`src/rtl/slink_pkg.sv`:
```
package slink_pkg;

    typedef enum logic [1:0] {
        PH_OFF    = 2'b00,
        PH_LINKUP = 2'b01,
        PH_ACTIVE = 2'b10,
        PH_IDLE   = 2'b11
    } phase_e;

    typedef enum logic [1:0] {
        LN_NONE = 2'b00,
        LN_LOW  = 2'b01,
        LN_HIGH = 2'b10,
        LN_CLK  = 2'b11
    } line_e;

endpackage

```
`src/rtl/slink_phase_fsm.sv`:
```
module slink_phase_fsm
    import slink_pkg::*;
#(
    parameter int LOCK_CYCLES   = 4096,
    parameter int LINKUP_CYCLES = 16
) (
    input  logic   clk_i,
    input  logic   rst_i,
    input  logic   pwr_dn_n_i,
    input  logic   data_valid_i,
    output phase_e phase_o,
    output logic   pll_en_o
);

    localparam int MAX_WAIT = (LOCK_CYCLES > LINKUP_CYCLES) ? LOCK_CYCLES : LINKUP_CYCLES;
    localparam int CNT_W    = (MAX_WAIT > 1) ? $clog2(MAX_WAIT) : 1;
    localparam logic [CNT_W-1:0] LOCK_LAST   = CNT_W'(LOCK_CYCLES - 1);
    localparam logic [CNT_W-1:0] LINKUP_LAST = CNT_W'(LINKUP_CYCLES - 1);

    typedef struct packed {
        phase_e           phase;
        logic [CNT_W-1:0] cnt;
        logic             pll_en;
    } fsm_state_t;

    localparam fsm_state_t RESET_ST = '{phase: PH_OFF, cnt: '0, pll_en: 1'b0};

    fsm_state_t st_d, st_q;

    // next-state computation; power-down overrides every phase
    always_comb begin
        st_d        = st_q;
        st_d.pll_en = pwr_dn_n_i;
        if (!pwr_dn_n_i) begin
            st_d.phase = PH_OFF;
            st_d.cnt   = '0;
        end else begin
            unique case (st_q.phase)
                PH_OFF: begin
                    if (st_q.cnt == LOCK_LAST) begin
                        st_d.phase = PH_LINKUP;
                        st_d.cnt   = '0;
                    end else begin
                        st_d.cnt = st_q.cnt + 1'b1;
                    end
                end
                PH_LINKUP: begin
                    if (st_q.cnt == LINKUP_LAST) begin
                        st_d.phase = data_valid_i ? PH_ACTIVE : PH_IDLE;
                        st_d.cnt   = '0;
                    end else begin
                        st_d.cnt = st_q.cnt + 1'b1;
                    end
                end
                PH_ACTIVE, PH_IDLE: begin
                    st_d.phase = data_valid_i ? PH_ACTIVE : PH_IDLE;
                    st_d.cnt   = '0;
                end
                default: begin
                    st_d.phase = PH_OFF;
                    st_d.cnt   = '0;
                end
            endcase
        end
    end

    always_ff @(posedge clk_i) begin
        if (rst_i) begin
            st_q <= RESET_ST;
        end else begin
            st_q <= st_d;
        end
    end

    assign phase_o  = st_q.phase;
    assign pll_en_o = st_q.pll_en;

endmodule

```
`src/rtl/slink_lane_enc.sv`:
```
module slink_lane_enc
    import slink_pkg::*;
#(
    parameter int N_DATA_LANES = 2
) (
    input  phase_e                     phase_i,
    input  logic [N_DATA_LANES-1:0]    lane_bit_i,
    output logic [1:0]                 clk_code_o,
    output logic [2*N_DATA_LANES-1:0]  data_code_o
);

    line_e clk_d;

    always_comb begin
        unique case (phase_i)
            PH_OFF:    clk_d = LN_NONE;
            PH_ACTIVE: clk_d = LN_CLK;
            default:   clk_d = LN_HIGH;
        endcase
    end

    assign clk_code_o = clk_d;

    for (genvar g = 0; g < N_DATA_LANES; g++) begin : g_lane
        line_e lane_d;
        always_comb begin
            unique case (phase_i)
                PH_OFF:    lane_d = LN_NONE;
                PH_ACTIVE: lane_d = lane_bit_i[g] ? LN_HIGH : LN_LOW;
                default:   lane_d = LN_LOW;
            endcase
        end
        assign data_code_o[2*g +: 2] = lane_d;
    end

endmodule

```
`src/rtl/slink_phase_ctrl.sv`:
```
module slink_phase_ctrl
    import slink_pkg::*;
#(
    parameter int LOCK_CYCLES   = 4096,
    parameter int LINKUP_CYCLES = 16,
    parameter int N_DATA_LANES  = 2
) (
    input  logic                      clk_i,
    input  logic                      rst_i,
    input  logic                      pwr_dn_n_i,
    input  logic                      data_valid_i,
    input  logic [N_DATA_LANES-1:0]   lane_bit_i,
    output logic                      pll_en_o,
    output logic [1:0]                phase_o,
    output logic [1:0]                clk_lane_code_o,
    output logic [2*N_DATA_LANES-1:0] data_lane_code_o
);

    phase_e phase_q;

    slink_phase_fsm #(
        .LOCK_CYCLES  (LOCK_CYCLES),
        .LINKUP_CYCLES(LINKUP_CYCLES)
    ) fsm_i (
        .clk_i       (clk_i),
        .rst_i       (rst_i),
        .pwr_dn_n_i  (pwr_dn_n_i),
        .data_valid_i(data_valid_i),
        .phase_o     (phase_q),
        .pll_en_o    (pll_en_o)
    );

    slink_lane_enc #(
        .N_DATA_LANES(N_DATA_LANES)
    ) enc_i (
        .phase_i    (phase_q),
        .lane_bit_i (lane_bit_i),
        .clk_code_o (clk_lane_code_o),
        .data_code_o(data_lane_code_o)
    );

    assign phase_o = phase_q;

endmodule

```
`config.mk`:
```
export PLATFORM = sky130hd
export DESIGN_NAME = slink_phase_ctrl
export DESIGN_NICKNAME = d
export VERILOG_FILES = /design/src/rtl/slink_pkg.sv /design/src/rtl/slink_phase_fsm.sv /design/src/rtl/slink_lane_enc.sv /design/src/rtl/slink_phase_ctrl.sv
export SDC_FILE = /design/constraint.sdc
export NUM_CORES = 1
export LEC_CHECK = 0
export BUFFER_PORTS_ARGS = -buffer_cell sky130_fd_sc_hd__buf_4
export CAP_MARGIN = 40
export CORE_UTILIZATION = 35
export CTS_CLUSTER_SIZE = 28
export DETAILED_ROUTE_END_ITERATION = 7
export GPL_TIMING_DRIVEN = 0
export PLACE_DENSITY = 0.64
export REMOVE_ABC_BUFFERS = 1
export SYNTH_ARGS = -nofsm -noshare
export SYNTH_HDL_FRONTEND = slang
export SYNTH_SLANG_ARGS = --single-unit
```
`constraint.sdc`:
```
create_clock -name clk_i -period 1.5 [get_ports clk_i]
set_input_delay 0.075 -clock clk_i [delete_from_list [all_inputs] [get_ports clk_i]]
set_output_delay 0.075 -clock clk_i [all_outputs]
set_load 0.05 [all_outputs]
```
==> results.md, run 1 <==
- Outcome: complete, but fails checks
- Failing checks: negative setup slack
- Setup crit start kind: flop
- Syn. warnings: 0
- Largest net degree at the start of global routing: 9
- MaxCap Viol Count: 0
- Slowest stage cell, crit path: or4_4
- Clock-pin slew on the worst setup and hold paths: 80 ps
- Static leakage: 0.3880 nW
- Root buf cell: clkbuf_4
- Fraction of the yosys area taken by sequential cells: a little over two fifths
- DRC: 0
- Crit Path Class: reg -> reg
- Element type at the critical path end: flop
- Worst path max stage delay: 540 ps
- Total congestion overflow: 0
- Slew Limit Fails: 0
- Vias: roughly 610
- Global-route wire length before repair: 2.097 mm
- Multi-input gate area: approximately 400 um2
- Initial Util: 38.54%
- Seq. cell area: 325.3 um2
- GRT Total Usage: 14.31%
- Final setup fails: 2
- Syn_area_per_cell: 8.573 um2
- Pre-CTS setup slack: -309.8 ps
- Antenna cells: 0
- Cell taking the most area after synthesis: dfxtp_1
- DR WL/cell: 10.45 um
- CTS tree: yes
- Commonest non-fill, non-tap cell in the layout: buf_4
- Worst Hold Class: in -> reg
- Post-synth cell types: 25
- Period utilisation layout: 100.9%
- Fin crit period: 1514 ps
- CTS Buf Count: 3
- Clock sink count: 15
- Cell family with most CP delay: simple AND/OR/NAND/NOR gates
- RSZ-0062 raised after global routing: yes
- Worst Path Max Fanout: 7
- Die area: 2166 um2
- Cell area after synthesis: 694.4 um2
- Crit path DAT: about 1700 ps
- Fmax: 0.6606 GHz
- Peak supply drop: roughly 650 uV
- Most frequent cells in the layout: buf_4 (21), nor2_1 (16), inv_1 (6), xnor2_1 (6)
- Flops & latches, synth: 15
- Clock Skew: 2.716 ps
- I/O pin cnt: 15
- Antenna Nets Post-Route: 0
- Bufs and invs on worst path: 0
- Slew HR: 77.51%
- # rows: 15
- Final core utilization: 54.10%
- Die height: between 40 and 50 um
- Synth area leaders: dfxtp_1 (43%), nor2_1 (8.6%), xnor2_1 (7.6%)
- Die width: approximately 47 um
- NumNets Final: 113
- Worst Tran Pin Value: 332.6 ps
- Iteration-0 DRC Markers: 6
- Setup tns final: -18.30 ps
- Fillcell total: 174
- Cell Chain, Critical Path: nand4_1 > or4_4 > o211ai_4 > nor2_1
- Final setup margin: -13.82 ps
- Mapped Cells: 81
- Clk_lat worst skew: ~280 ps
- Core Region: 1802 um2
- Initial antenna violation count: 0
- CTS Buffer Depth: 2
- Dpl hpwl: about 940 um
- Vias in the first global route: 498
- CP required: 1660 ps
- Yosys top cell area share: around 43%
- Final Hold Fails: 0
- PD cells: roughly 680 nW/um2
- Layout cells sized above 1: between 40% and 50%
- DRT Wirelength: around 1.4 mm
- Vias per cell: 4.677
- P&R area growth vs syn: 40.36%
- GPL Wtd Cong: 0.7556
- Tot Pwr: 0.6599 mW
- IO buf count: 14
- Drt first pass iters: 4
- H-tree levels: 1
cells by family (layout without fill, tap and decap cells):
| kind of cell | count (synthesis) | after routing | synth area share, % |
|---|---|---|---|
| AND/OR/NAND/NOR | 41 | 41 | 30.45 |
| flip-flops | 15 | 15 | 43.24 |
| XOR/XNOR | 10 | 10 | 12.61 |
| buffers and inverters | 8 | 32 | 5.405 |
| AO/OA/AOI/OAI | 6 | 6 | 6.486 |
| adder cells (fa/ha/maj) | 1 | 1 | 1.802 |
layout make-up:
type                       count  area share, %
inverter                       6          2.311
sequential                    15          33.38
clock buffer                   4          2.696
tap                           25          3.209
timing repair buffer          22          17.20
multi-input combinational     58          41.21
synth_stat cells, drive strengths merged:
library cell and number:
a221oi 1, nand4 2, nand3 4, and2 1, inv 6, a21oi 1, xor2 4, buf 2
nand2b 1, or4 1, nand2 6, nor4 2, nor4b 1, and4 1, nor2 16, ha 1
o211ai 1, and3 4, a311oi 1, xnor2 6, nor3 2, dfxtp 15, o21ai 2
metrics by stage:
step / cell area, um2 / std cells / hold slack [ps]
floorplan: 679.4 / 79 / 186.4
CTS: 950.9 / 129 / 51.04
global route: 974.7 / 130 / 44.95
global placement: 815.8 / 118 / 279.4
finish: 974.7 / 130 / 56.08
detailed placement: 815.8 / 118 / 281.6
flip-flops by register name, summed over array words and instances, names as in the netlist:
signal	count
fsm_i.st_q	12
fsm_i.pll_en_o	1
fsm_i.phase_o	2
worst reg2reg max path, delay by kind of cell, from the launching register on:
kind             cells  cell delay [ps]
AND/OR/NAND/NOR      3              750
flip-flops           1              380
AO/OA/AOI/OAI        1              270
final timing paths:
path	startpoint	end	slack (ps)	cells past startpoint
setup / recovery	fsm_i.st_q[9]$_SDFF_PP0_	fsm_i.st_q[1]$_SDFF_PP0_	-10	4
hold / removal	pwr_dn_n_i	fsm_i.pll_en_o$_SDFF_PP0_	60	3
setup reg to reg	fsm_i.st_q[9]$_SDFF_PP0_	fsm_i.st_q[1]$_SDFF_PP0_	-10	4
hold reg to reg	fsm_i.st_q[1]$_SDFF_PP0_	fsm_i.st_q[1]$_SDFF_PP0_	540	2
layer usage:
| layer | part of all wire, % | GRT usage [%] |
|---|---|---|
| met1 | 47 | 16.98 |
| met5 | 0 | 0 |
| met2 | 45 | 21.94 |
| met4 | 0.96 | 5.294 |
| met3 | 6.4 | 7.059 |
repair_timing:
action	4_1_cts	5_1_grt
hold buffers	1	0
pin swaps	9	3
setup buffers	6	1
hold endpoints to repair	1	0
gates resized for setup	18	5
endpoints found under the setup margin	8	13
where the power goes:
group          internal (mW)  switching (mW)  leakage [nW]
Sequential             0.393         0.00318         0.128
Combinational         0.0212          0.0199         0.245
Clock                  0.103           0.119        0.0150
Total                  0.518           0.142         0.388
No activity file was read; power rests on OpenSTA's default activity.
==> run 2, diff against run 1 <==
Settings changed: CORE_ASPECT_RATIO set to 0.7.
==> run 2 against run 1 <==
Net effect:
- the flow still finishes with violations (negative setup slack)
- count of clock-buffer cells in the layout down 1
- critical path depth unchanged
- core utilization fell by 2.8 points
- non-clock buffer count is 2 lower
- routed wire length up 11%
- combinational power about the same
- die area grew 0.14%
- clock power is 5% higher
==> results.md, run 2 (same netlist as run 1, synthesis figures left out) <==
- Outcome: complete, but fails checks
- Failing checks: negative setup slack
- I/O pin cnt: 15 (unchanged)
- Fmax: 0.6577 GHz (-0.44%)
- Clock-pin slew on the worst setup and hold paths: 100 ps (+20 ps)
- Final core utilization: 51.28% (-2.8 points)
- Cells after DPL: 115 (-2.5%)
- Setup tns final: -41.66 ps (-23.36 ps)
- Reg with most FFs: fsm_i.st_q
- Peak supply drop: 661.0 uV (+1.3%)
- Bufs and invs on worst path: 0 (unchanged)
- MaxCap Viol Count: 0 (unchanged)
- Slowest stage cell, crit path: or4_4
- CTS tree: yes
- Setup crit start kind: flop
- Die height: 39.27 um (-16%)
- Worst path max stage delay: 540 ps (about the same)
- Worst Hold Class: in -> reg
- CP required: 1670 ps (about the same)
- CTS Buf Count: 3 (unchanged)
- Pre-CTS setup slack: -339.0 ps (-29.20 ps)
- DRT Wirelength: 1.513 mm (+11%)
- Initial Util: 37.45% (-1.1 points)
- Clk_lat worst skew: 290 ps (about the same)
- Max reg flops: 12 (unchanged)
- Final setup fails: 4 (+2)
- Worst Tran Pin Value: 433.1 ps (+100.5 ps)
- Clock sink count: 15 (unchanged)
- Element type at the critical path end: flop
- Die width: 55.24 um (+19%)
- Most frequent cells in the layout: buf_4 (19), nor2_1 (16), dfxtp_2 (8)
- PD cells: 710.7 nW/um2 (+5.0%)
- Final Hold Fails: 0 (unchanged)
- # rows: 13 (-2)
- Cell Chain, Critical Path: nand2_2 > or4_4 > o211ai_4 > nor2_1
- P&R area growth vs syn: 36.94%
- Core Region: 1854 um2 (+2.9%)
- Vias: 620 (+2.0%)
- Vias in the first global route: 501 (+0.60%)
- Fillcell total: 169 (-2.9%)
- Period utilisation layout: 101.4% (+0.44 points)
- Slew Limit Fails: 0 (unchanged)
- Non-filler cells, final: 125 (-3.8%)
- Antenna cells: 0 (unchanged)
- Largest net degree at the start of global routing: 10 (+1)
- Dpl hpwl: 1.020 mm (+8.0%)
- Crit path DAT: 1690 ps (+20 ps)
- CTS Buffer Depth: 2 (unchanged)
- Fin crit period: 1520 ps (+6.655 ps)
- Antenna Nets Post-Route: 0 (unchanged)
- NumNets Final: 111 (-1.8%)
- Die area: 2169 um2 (+0.14%)
- Total congestion overflow: 0 (unchanged)
- Iteration-0 DRC Markers: 6 (unchanged)
- Initial antenna violation count: 0 (unchanged)
- Tot Pwr: 0.6758 mW (+2.4%)
- Static leakage: 0.3796 nW (-2.2%)
- Commonest non-fill, non-tap cell in the layout: buf_4
- Vias per cell: 4.960 (+6.1%)
- Clock Skew: 10.92 ps (+8.202 ps)
- GPL Wtd Cong: 0.7520 (-0.48%)
- Drt first pass iters: 4 (unchanged)
- H-tree levels: 1 (unchanged)
- Root buf cell: clkbuf_4
- Layout cells sized above 1: 41.75% (-1.1 points)
- Final setup margin: -20.47 ps (-6.655 ps)
- Slew HR: 70.93% (-6.6 points)
- Cell family with most CP delay: simple AND/OR/NAND/NOR gates
- Crit Path Class: reg -> reg
- DRC: 0 (unchanged)
- Global-route wire length before repair: 2.290 mm (+9.2%)
- IO buf count: 14 (unchanged)
- RSZ-0062 raised after global routing: yes
- Worst Path Max Fanout: 7 (unchanged)
- GRT Total Usage: 14.52% (+0.21 points)
- DR WL/cell: 12.10 um (+16%)
run 2: changes by cell type in the layout (fill, tap and decap cells not counted), sizes merged:
cell and change:
clkinv +1, clkbuf -1, buf -2
run 2: path summary, 6_finish.rpt:
check                           start                         to  slack (ps)  cells past startpoint
max reg2reg  fsm_i.st_q[5]$_SDFF_PP0_   fsm_i.st_q[2]$_SDFF_PP0_         -20                      4
max          fsm_i.st_q[5]$_SDFF_PP0_   fsm_i.st_q[2]$_SDFF_PP0_         -20                      4
min reg2reg  fsm_i.st_q[1]$_SDFF_PP0_   fsm_i.st_q[1]$_SDFF_PP0_         540                      2
min                        pwr_dn_n_i  fsm_i.pll_en_o$_SDFF_PP0_          50                      3
run 2: through the flow:
step           hold slack, ps  cell area, um2
3_5_place_dp            280.2           812.0
2_1_floorplan           186.4           679.4
5_1_grt                 58.23           950.9
6_report                45.79           950.9
3_3_place_gp            273.7           812.0
4_1_cts                 32.19           933.4
run 2: final cells by class:
class | instances | area (um2) | area share (%)
clock buffer | 3 | 22.52 | 2.368
multi-input combinational | 58 | 402.9 | 42.37
tap | 22 | 27.53 | 2.895
clock inverter | 1 | 5.005 | 0.5263
timing repair buffer | 20 | 152.6 | 16.05
sequential | 15 | 317.8 | 33.42
inverter | 6 | 22.52 | 2.368
run 2: power breakdown:
part           switching [mW]  leakage, nW  internal, mW
combinational          0.0204        0.235        0.0209
sequential            0.00319        0.127         0.399
clock                   0.134       0.0177        0.0991
run 2: metal layers:
metal / global-route usage, % / vias up / share of wire, %
met1: 18.97 / 294 / 51
met4: 6.250 / 0 / 1.1
met3: 5.941 / 2 / 2.9
met5: 0 / - / 0
li1: - / 319 / -
met2: 21.08 / 5 / 45
run 2: repair_timing:
action | in CTS | in global routing
pin swaps | 7 | 2
gates resized for setup | 17 | 3
endpoints found under the setup margin | 13 | 13
hold buffers | 1 | 0
gates cloned | 0 | 0
hold endpoints to repair | 1 | 0
buffers inserted | 4 | 1
run 2: worst reg2reg max path, delay by kind of cell, from the launching register on:
family | cells | cell delay, ps
and+or+nand+nor | 3 | 730
DFF | 1 | 400
AOI/OAI and AO/OA | 1 | 280
==> run 3, diff against run 2 <==
Settings changed: GPL_ROUTABILITY_DRIVEN set to 0, PLACE_DENSITY 0.64 to unset.
==> run 3 against run 2 <==
Net effect:
- the flow still finishes with violations (negative setup slack)
- global-route usage grew 1.9 points
- largest cell class unchanged
- setup slack gained 8.0 ps
- final area rose by 3.4%
- combinational power is 3% lower
==> results.md, run 3 (same netlist as run 1, synthesis figures left out) <==
- Core Region: 1854 um2 (unchanged)
- Reg-to-reg critical path startpoint: fsm_i.st_q[3]$_SDFF_PP0_
- Static leakage: 0.3968 nW (+4.5%)
- DRC: 0 (unchanged)
- Vias: 633 (+2.1%)
- Slew Limit Fails: 0 (unchanged)
- Critical path destination: fsm_i.st_q[12]$_SDFF_PP0_
- Setup crit start kind: flop
- Largest net degree at the start of global routing: 10 (unchanged)
- Reg2Reg Setup Slack: -10 ps (about the same)
- Dpl hpwl: 1.065 mm (+4.4%)
- Fin crit period: 1513 ps (-7.959 ps)
- Vias in the first global route: 545 (+8.8%)
- NumNets Final: 114 (+2.7%)
- Vias per cell: 4.945 (-0.30%)
- Failing checks: negative setup slack
- Reg2reg path depth: 4 (unchanged)
- # rows: 13 (unchanged)
- Fillcell total: 181 (+7.1%)
- Post-DP Area: 812.0 um2 (unchanged)
- I/O pin cnt: 15 (unchanged)
- Clock-pin slew on the worst setup and hold paths: 90 ps (about the same)
- Peak supply drop: 485.5 uV (-27%)
- Most frequent cells in the layout: buf_4 (22), nor2_1 (16), inv_1 (6), xnor2_1 (6), dfxtp_1 (6)
- Max reg flops: 12 (unchanged)
- Clock Skew: 0.6830 ps (-10.23 ps)
- Die width: 55.24 um (unchanged)
- Clock sink count: 15 (unchanged)
- Total congestion overflow: 0 (unchanged)
- Worst setup path startpoint: fsm_i.st_q[3]$_SDFF_PP0_
- Outcome: complete, but fails checks
- Iteration-0 DRC Markers: 5 (-1)
- Worst Path Max Fanout: 7 (unchanged)
- Final setup margin: -12.52 ps (+7.959 ps)
- Element type at the critical path end: flop
- CTS Buffer Depth: 2 (unchanged)
- Crit Path Class: reg -> reg
- Worst Tran Pin Value: 340.6 ps (-92.53 ps)
- IO buf count: 14 (unchanged)
- Pre-CTS setup slack: -325.1 ps (+13.90 ps)
- Reg2reg end: fsm_i.st_q[12]$_SDFF_PP0_
- Crit path DAT: 1700 ps (about the same)
- Worst Hold Slack: 49.48 ps (+3.689 ps)
- Period utilisation layout: 100.8% (-0.53 points)
- Hold path depth: 3 (unchanged)
- Die area: 2169 um2 (unchanged)
- Die height: 39.27 um (unchanged)
- P&R area growth vs syn: 41.62%
- Clk_lat worst skew: 290 ps (about the same)
- GRT Total Usage: 16.44% (+1.9 points)
- MaxCap Viol Count: 0 (unchanged)
- DRT Wirelength: 1.675 mm (+11%)
- CTS tree: yes
- Post-route cell area: 983.4 um2 (+3.4%)
- Root buf cell: clkbuf_4
- Antenna Nets Post-Route: 0 (unchanged)
- Antenna cells: 0 (unchanged)
- RSZ-0062 raised after global routing: yes
- Reg with most FFs: fsm_i.st_q
- HP Start: pwr_dn_n_i
- DR WL/cell: 13.09 um (+8.1%)
- Slew HR: 77.10% (+6.2 points)
- Initial antenna violation count: 0 (unchanged)
- Drt first pass iters: 4 (unchanged)
- Final setup fails: 4 (unchanged)
- Worst Hold Class: in -> reg
- CP required: 1680 ps (about the same)
- Initial Util: 37.45% (unchanged)
- Fmax: 0.6612 GHz (+0.53%)
- CTS Buf Count: 3 (unchanged)
- PD cells: 691.3 nW/um2 (-2.7%)
- Layout cells sized above 1: 43.40% (+1.6 points)
- Global-route wire length before repair: 2.553 mm (+11%)
- H-tree levels: 1 (unchanged)
- Commonest non-fill, non-tap cell in the layout: buf_4
- Final Hold Fails: 0 (unchanged)
- Final core utilization: 53.04% (+1.8 points)
- Setup tns final: -33.10 ps (+8.559 ps)
## run 3: what timing repair did
item | in CTS | in global routing
hold endpoints to repair | 1 | 0
gates resized for setup | 18 | 4
gates cloned | 0 | 0
setup endpoints to repair | 13 | 13
pin swaps | 6 | 3
setup buffers | 4 | 4
hold buffers | 1 | 0
## run 3: critical path, stage by stage (launching register included)
cell      delay [ps]
dfxtp_1          500
nand3_4          100
or4_4            450
o211ai_4         270
nor2_1            80
## run 3: how the worst min path moves through the flow
stage / slack (ps) / end
floorplan: 190 / fsm_i.phase_o[0]$_SDFFE_PP0P_
global placement: 280 / fsm_i.phase_o[0]$_SDFFE_PP0P_
detailed placement: 290 / fsm_i.phase_o[0]$_SDFFE_PP0P_
CTS: 40 / fsm_i.pll_en_o$_SDFF_PP0_
global route: 60 / fsm_i.pll_en_o$_SDFF_PP0_
finish: 50 / fsm_i.pll_en_o$_SDFF_PP0_
## run 3: through the flow
| step | cells | power, mW |
|---|---|---|
| final | 128 | 0.6798 |
| after floorplan | 79 | 0.4295 |
| after global routing | 128 | 0.7114 |
| after detailed placement | 115 | 0.4459 |
| after global placement | 115 | 0.4452 |
| after CTS | 124 | 0.6989 |
## run 3: power breakdown
group	internal, mW	switching [mW]	total [mW]
clock	0.0993	0.141	0.241
combinational	0.0198	0.0202	0.0400
sequential	0.396	0.00342	0.399
## run 3: layout make-up
cell class                      count  area [um2]  share of cell area [%]
Timing Repair Buffer               23       175.2                   17.81
Tap cell                           22       27.53                   2.799
Clock inverter                      1       5.005                  0.5089
Clock buffer                        3       22.52                   2.290
Multi-Input combinational cell     58       409.1                   41.60
Inverter                            6       22.52                   2.290
Sequential cell                    15       321.6                   32.70
## run 3: layer usage
metal / GRT usage [%] / share of wire (%)
met5: 0 / 0
met4: 6.250 / 0
met3: 7.261 / 3.9
met2: 25.00 / 49
met1: 20.67 / 47
